===== src/rtl/bl_pkg.sv =====
package bl_pkg;
   localparam int BL_ADDR_W = 3;

   typedef enum logic [BL_ADDR_W-1:0] {
      REG_RESET_CTL = 3'd0,
      REG_PHASE     = 3'd1,
      REG_DUTY      = 3'd2,
      REG_PWR_A     = 3'd3,
      REG_PWR_B     = 3'd4,
      REG_GP_OUT    = 3'd5,
      REG_PIXEL     = 3'd6,
      REG_POLARITY  = 3'd7
   } bl_reg_e;
endpackage


===== src/rtl/bl_serial_rx.sv =====
module bl_serial_rx #(
   parameter int WORD_W = 8
) (
   input  logic              clk_i,
   input  logic              rst_ni,
   input  logic              sel_i,
   input  logic              valid_i,
   input  logic              bit_i,
   output logic              done_o,
   output logic [WORD_W-1:0] word_o
);
   localparam int CNT_W = $clog2(WORD_W);
   localparam logic [CNT_W-1:0] LAST = CNT_W'(WORD_W - 1);

   if (WORD_W < 3) begin : g_bad_word
      $error("bl_serial_rx: WORD_W must be at least 3");
   end

   logic [CNT_W-1:0]  cnt_q;
   logic [WORD_W-2:0] shift_q;

   always_ff @(posedge clk_i) begin
      if (!rst_ni) begin
         cnt_q   <= '0;
         shift_q <= '0;
      end else if (!sel_i) begin
         cnt_q   <= '0;
      end else if (valid_i) begin
         cnt_q   <= (cnt_q == LAST) ? '0 : cnt_q + 1'b1;
         shift_q <= {shift_q[WORD_W-3:0], bit_i};
      end
   end

   assign done_o = sel_i & valid_i & (cnt_q == LAST);
   assign word_o = {shift_q, bit_i};
endmodule


===== src/rtl/bl_level_reg.sv =====
module bl_level_reg
   import bl_pkg::*;
#(
   parameter int INT_W    = 6,
   parameter bit LINE_INV = 1'b1
) (
   input  logic             clk_i,
   input  logic             rst_ni,
   input  logic             done_i,
   input  logic [BL_ADDR_W+INT_W-2:0] word_i,
   input  logic             line_i,
   input  logic             pwr_line_i,
   output logic [INT_W-1:0] level_o,
   output logic             pwr_o
);
   localparam int DATA_W = INT_W - 1;
   localparam int WORD_W = BL_ADDR_W + DATA_W;

   bl_reg_e           addr;
   logic [DATA_W-1:0] data;
   logic [DATA_W-1:0] low_q;
   logic              top_q;
   logic              top_d;

   assign addr = bl_reg_e'(word_i[WORD_W-1 -: BL_ADDR_W]);
   assign data = word_i[DATA_W-1:0];

   if (LINE_INV) begin : g_line_inv
      assign top_d = ~line_i;
   end else begin : g_line_dir
      assign top_d = line_i;
   end

   always_ff @(posedge clk_i) begin
      if (!rst_ni) begin
         low_q <= '0;
         top_q <= 1'b1;
         pwr_o <= 1'b0;
      end else begin
         top_q <= top_d;
         pwr_o <= pwr_line_i;
         if (done_i && addr == REG_DUTY) begin
            low_q <= data;
         end
      end
   end

   assign level_o = {top_q, low_q};
endmodule


===== src/rtl/bl_pwm.sv =====
module bl_pwm #(
   parameter int INT_W = 6
) (
   input  logic             clk_i,
   input  logic             rst_ni,
   input  logic             pwr_i,
   input  logic [INT_W-1:0] level_i,
   output logic             pwm_o
);
   localparam logic [INT_W-1:0] PH_MAX = '1;

   logic [INT_W-1:0] phase_q;
   logic [INT_W-1:0] duty_q;

   always_ff @(posedge clk_i) begin
      if (!rst_ni) begin
         phase_q <= '0;
         duty_q  <= '0;
      end else begin
         phase_q <= phase_q + 1'b1;
         if (!pwr_i) begin
            duty_q <= '0;
         end else if (phase_q == PH_MAX) begin
            duty_q <= level_i;
         end
      end
   end

   assign pwm_o = pwr_i & (phase_q < duty_q);
endmodule


===== src/rtl/bl_backlight_ctrl.sv =====
module bl_backlight_ctrl
   import bl_pkg::*;
#(
   parameter int INT_W    = 6,
   parameter bit LINE_INV = 1'b1
) (
   input  logic             clk_i,
   input  logic             rst_ni,
   input  logic             ser_sel_i,
   input  logic             ser_valid_i,
   input  logic             ser_bit_i,
   input  logic             hi_bit_n_i,
   input  logic             pwr_en_i,
   output logic             pwm_o,
   output logic [INT_W-1:0] level_o
);
   localparam int WORD_W = BL_ADDR_W + INT_W - 1;

   if (INT_W < 2 || INT_W > 12) begin : g_bad_int
      $error("bl_backlight_ctrl: INT_W out of range");
   end

   logic              done;
   logic [WORD_W-1:0] word;
   logic              pwr_q;

   bl_serial_rx #(.WORD_W(WORD_W)) u_rx (
      .clk_i   (clk_i),
      .rst_ni  (rst_ni),
      .sel_i   (ser_sel_i),
      .valid_i (ser_valid_i),
      .bit_i   (ser_bit_i),
      .done_o  (done),
      .word_o  (word)
   );

   bl_level_reg #(.INT_W(INT_W), .LINE_INV(LINE_INV)) u_level (
      .clk_i      (clk_i),
      .rst_ni     (rst_ni),
      .done_i     (done),
      .word_i     (word),
      .line_i     (hi_bit_n_i),
      .pwr_line_i (pwr_en_i),
      .level_o    (level_o),
      .pwr_o      (pwr_q)
   );

   bl_pwm #(.INT_W(INT_W)) u_pwm (
      .clk_i   (clk_i),
      .rst_ni  (rst_ni),
      .pwr_i   (pwr_q),
      .level_i (level_o),
      .pwm_o   (pwm_o)
   );
endmodule


===== config.mk =====
export PLATFORM = sky130hd
export DESIGN_NAME = bl_backlight_ctrl
export DESIGN_NICKNAME = d
export VERILOG_FILES = /design/src/rtl/bl_pkg.sv /design/src/rtl/bl_serial_rx.sv /design/src/rtl/bl_level_reg.sv /design/src/rtl/bl_pwm.sv /design/src/rtl/bl_backlight_ctrl.sv
export SDC_FILE = /design/constraint.sdc
export NUM_CORES = 1
export LEC_CHECK = 0
export ABC_AREA = 1
export ABC_CLOCK_PERIOD_IN_PS = 3800
export BUFFER_PORTS_ARGS = -buffer_cell sky130_fd_sc_hd__buf_2
export CORE_ASPECT_RATIO = 1.5
export CORE_MARGIN = 2
export CORE_UTILIZATION = 60
export CTS_BUF_LIST = sky130_fd_sc_hd__clkbuf_16
export CTS_CLUSTER_SIZE = 24
export DETAILED_ROUTE_END_ITERATION = 7
export PLACE_DENSITY = 0.81
export SLEW_MARGIN = 5
export SYNTH_ARGS = -nofsm -noshare
export SYNTH_HDL_FRONTEND = slang
export SYNTH_SLANG_ARGS = --single-unit

===== constraint.sdc =====
create_clock -name clk_i -period 3.8 [get_ports clk_i]
set_clock_uncertainty 0.1 [all_clocks]
set_input_delay 0.57 -clock clk_i [delete_from_list [all_inputs] [get_ports clk_i]]
set_output_delay 0.57 -clock clk_i [all_outputs]
set_load 0.01 [all_outputs]

==> out/results.ini <==
[routing]
ant_nets=0
vias=1104
post-route-drc-count=0
wl_per_cell_um=10.9
vias_per_cell=5.11
drt_iter0_markers=11
postRouteWirelength_um=2350
dr.pass1.iters=4

[synthesis]
yosysWarnings=0
syn_area_per_cell_um2=7.40
syn_nets=193
ys_seq_elements=29
ys_types=20
yosys.area.top_type=dfxtp_1
synth_top_area_share_pct=44.1
synth.area.top_cells=dfxtp_1, nand2_1, nor2_1, inv_1, ha_1
synthCells=178
syn-cell-area_um2=1320
ys_seq_area_share_pct=44.1

[clock_tree]
htree_levels=2
clockRootBuffer=clkbuf_16
cts_buffer_depth=2
cts_resized=0
cts_tree=yes
cts.sinks=29
post_cts_buffers=0
holdBufCountCts=0
path_clk_slew_ns=0.05
clock_latency_ns=0.27
cts_made_buffers=5

[global_routing]
track_usage_pct=22.8
use_met2_pct=40.7
overflow=0
grt_pass1_wl_um=4280
first_global_vias=1090
grtUsageMet1_pct=22.2
top_usage_layer=met2
grtUsageMet3_pct=7.33
antenna_found_initial=0
grt_max_degree=22

[sta]
hold_viol_final=0
drv_slew=0
fmax_mhz=479
rsz0062_at_grt=false
slew_headroom_pct=75.5
setup_viol=0
post-route-min-period_ns=2.09
finalCritPeriodShare_pct=54.9
tns_ns=0
worst_pin_slew_ns=0.368

[placed_design]
port_buffers=13
dp.cells=209
place_area_um2=1380
hpwl_um=1710
gp_congestion=0.810

[critical_path]
worstPathArrival_ns=1.42
critPathKind=reg2out
end_kind=output pin
cp.required_ns=3.13
critPathLaunchType=flip-flop
crit_fanout=2

[die]
initial_core_util_pct=64.2
dieArea_um2=2590
core_area_um2=2050
die_w_um=42.3
io-pin-count=14
fp-row-count=20
die_height_um=61.4

[final_layout]
finalNonFillerCells=216
drive_above_1_share_pct=13.9
area_growth_pct=14.7
design_area_um2=1510
antenna_cells=0
final_nets=209
fin_util_pct=73.7

[status]
status=finished, final reports clean

[pwr]
ir_worst_vdd_uv=400
p_leak_nw=0.626
p_per_area_nw_per_um2=473

[worst_hold_path]
hp-class=in2reg

[job]
max_cap_violations=0

-- synthesized netlist by cell type --
cell	number
buf_2	1
a21oi_2	1
a211oi_1	1
ha_1	8
nand2_2	1
o21ai_0	1
nand3_1	10
inv_2	1
inv_1	27
o21ai_1	8
buf_6	1
dfxtp_1	29
buf_4	2
a21oi_1	12
nand3_2	2
nor3_1	1
nand2_1	37
o21ai_2	1
nor2_4	3
nor2_1	31
-- power breakdown --
part	switching [mW]	leakage [nW]	internal [mW]
Clock	0.123	0.0685	0.232
Sequential	0.00736	0.236	0.314
Combinational	0.0238	0.321	0.0150
Total	0.154	0.626	0.561
-- critical path: stages (launching register included) --
cell and delay (ns):
dfxtp_1 0.30, inv_1 0.04, ha_1 0.31, nand2_1 0.07, nand2_1 0.04, nor2_1 0.08
nand3_1 0.07, nor2_1 0.09, buf_2 0.13
-- final cells by class --
cell class / count / area (um^2)
repair buffers: 13 / 65.1
multi-input cells: 117 / 601
clock buffers: 5 / 125
well taps: 22 / 27.5
flip-flops and latches: 29 / 581
inverters: 28 / 105
fillers: 183 / 541
clock inverters: 2 / 7.51
-- final timing paths --
kind / slack, ns / depth (start not counted) / endpoint / start
worst min register to register: 0.37 / 2 / u_rx.cnt_q[2] / u_rx.cnt_q[2]
worst max register to register: 2.40 / 6 / u_pwm.duty_q[2] / u_pwm.phase_q[0]
worst min-delay path: 0.36 / 2 / u_level.top_q / hi_bit_n_i
worst max-delay path: 1.71 / 8 / pwm_o / u_pwm.duty_q[5]
-- sequential cells by signal (all words and copies together) (netlist names) --
name / cells
u_rx.cnt_q: 3
u_level.low_q: 5
u_pwm.duty_q: 6
u_pwm.phase_q: 6
u_rx.shift_q: 7
u_level.pwr_o: 1
u_level.top_q: 1
-- placed cells by master, fill, tap and decap left out, types with 2 or more instances in the layout --
master	instances
nor2_4	3
inv_1	28
ha_1	8
dfxtp_1	29
nand3_2	2
a21oi_1	12
nor2_1	31
buf_2	13
o21ai_1	8
nand3_1	10
clkbuf_16	5
nand2_1	37
-- through the flow --
step                      worst slack [ns]  hold slack (ns)  total power [mW]
after floorplan                       2.09            0.327             0.356
after global placement                2.04            0.344             0.363
after detailed placement              2.01            0.362             0.365
after CTS                             1.72            0.353             0.722
after global routing                  1.57            0.361             0.740
final                                 1.71            0.355             0.715
-- kinds of logic after synthesis --
group / Yosys count / synth area share (%)
compound gates: 24 / 9.88
flops: 29 / 44.1
simple gates: 85 / 28.1
fa+ha+maj: 8 / 7.60
buf+inv: 32 / 10.4
-- per-layer routing --
metal / vias to the layer above / wire length, um
met4: 0 / 84
met5: - / 0
met2: 19 / 1250
met3: 10 / 94
met1: 490 / 928
li1: 585 / -
Power figures use the tool's default switching activity.
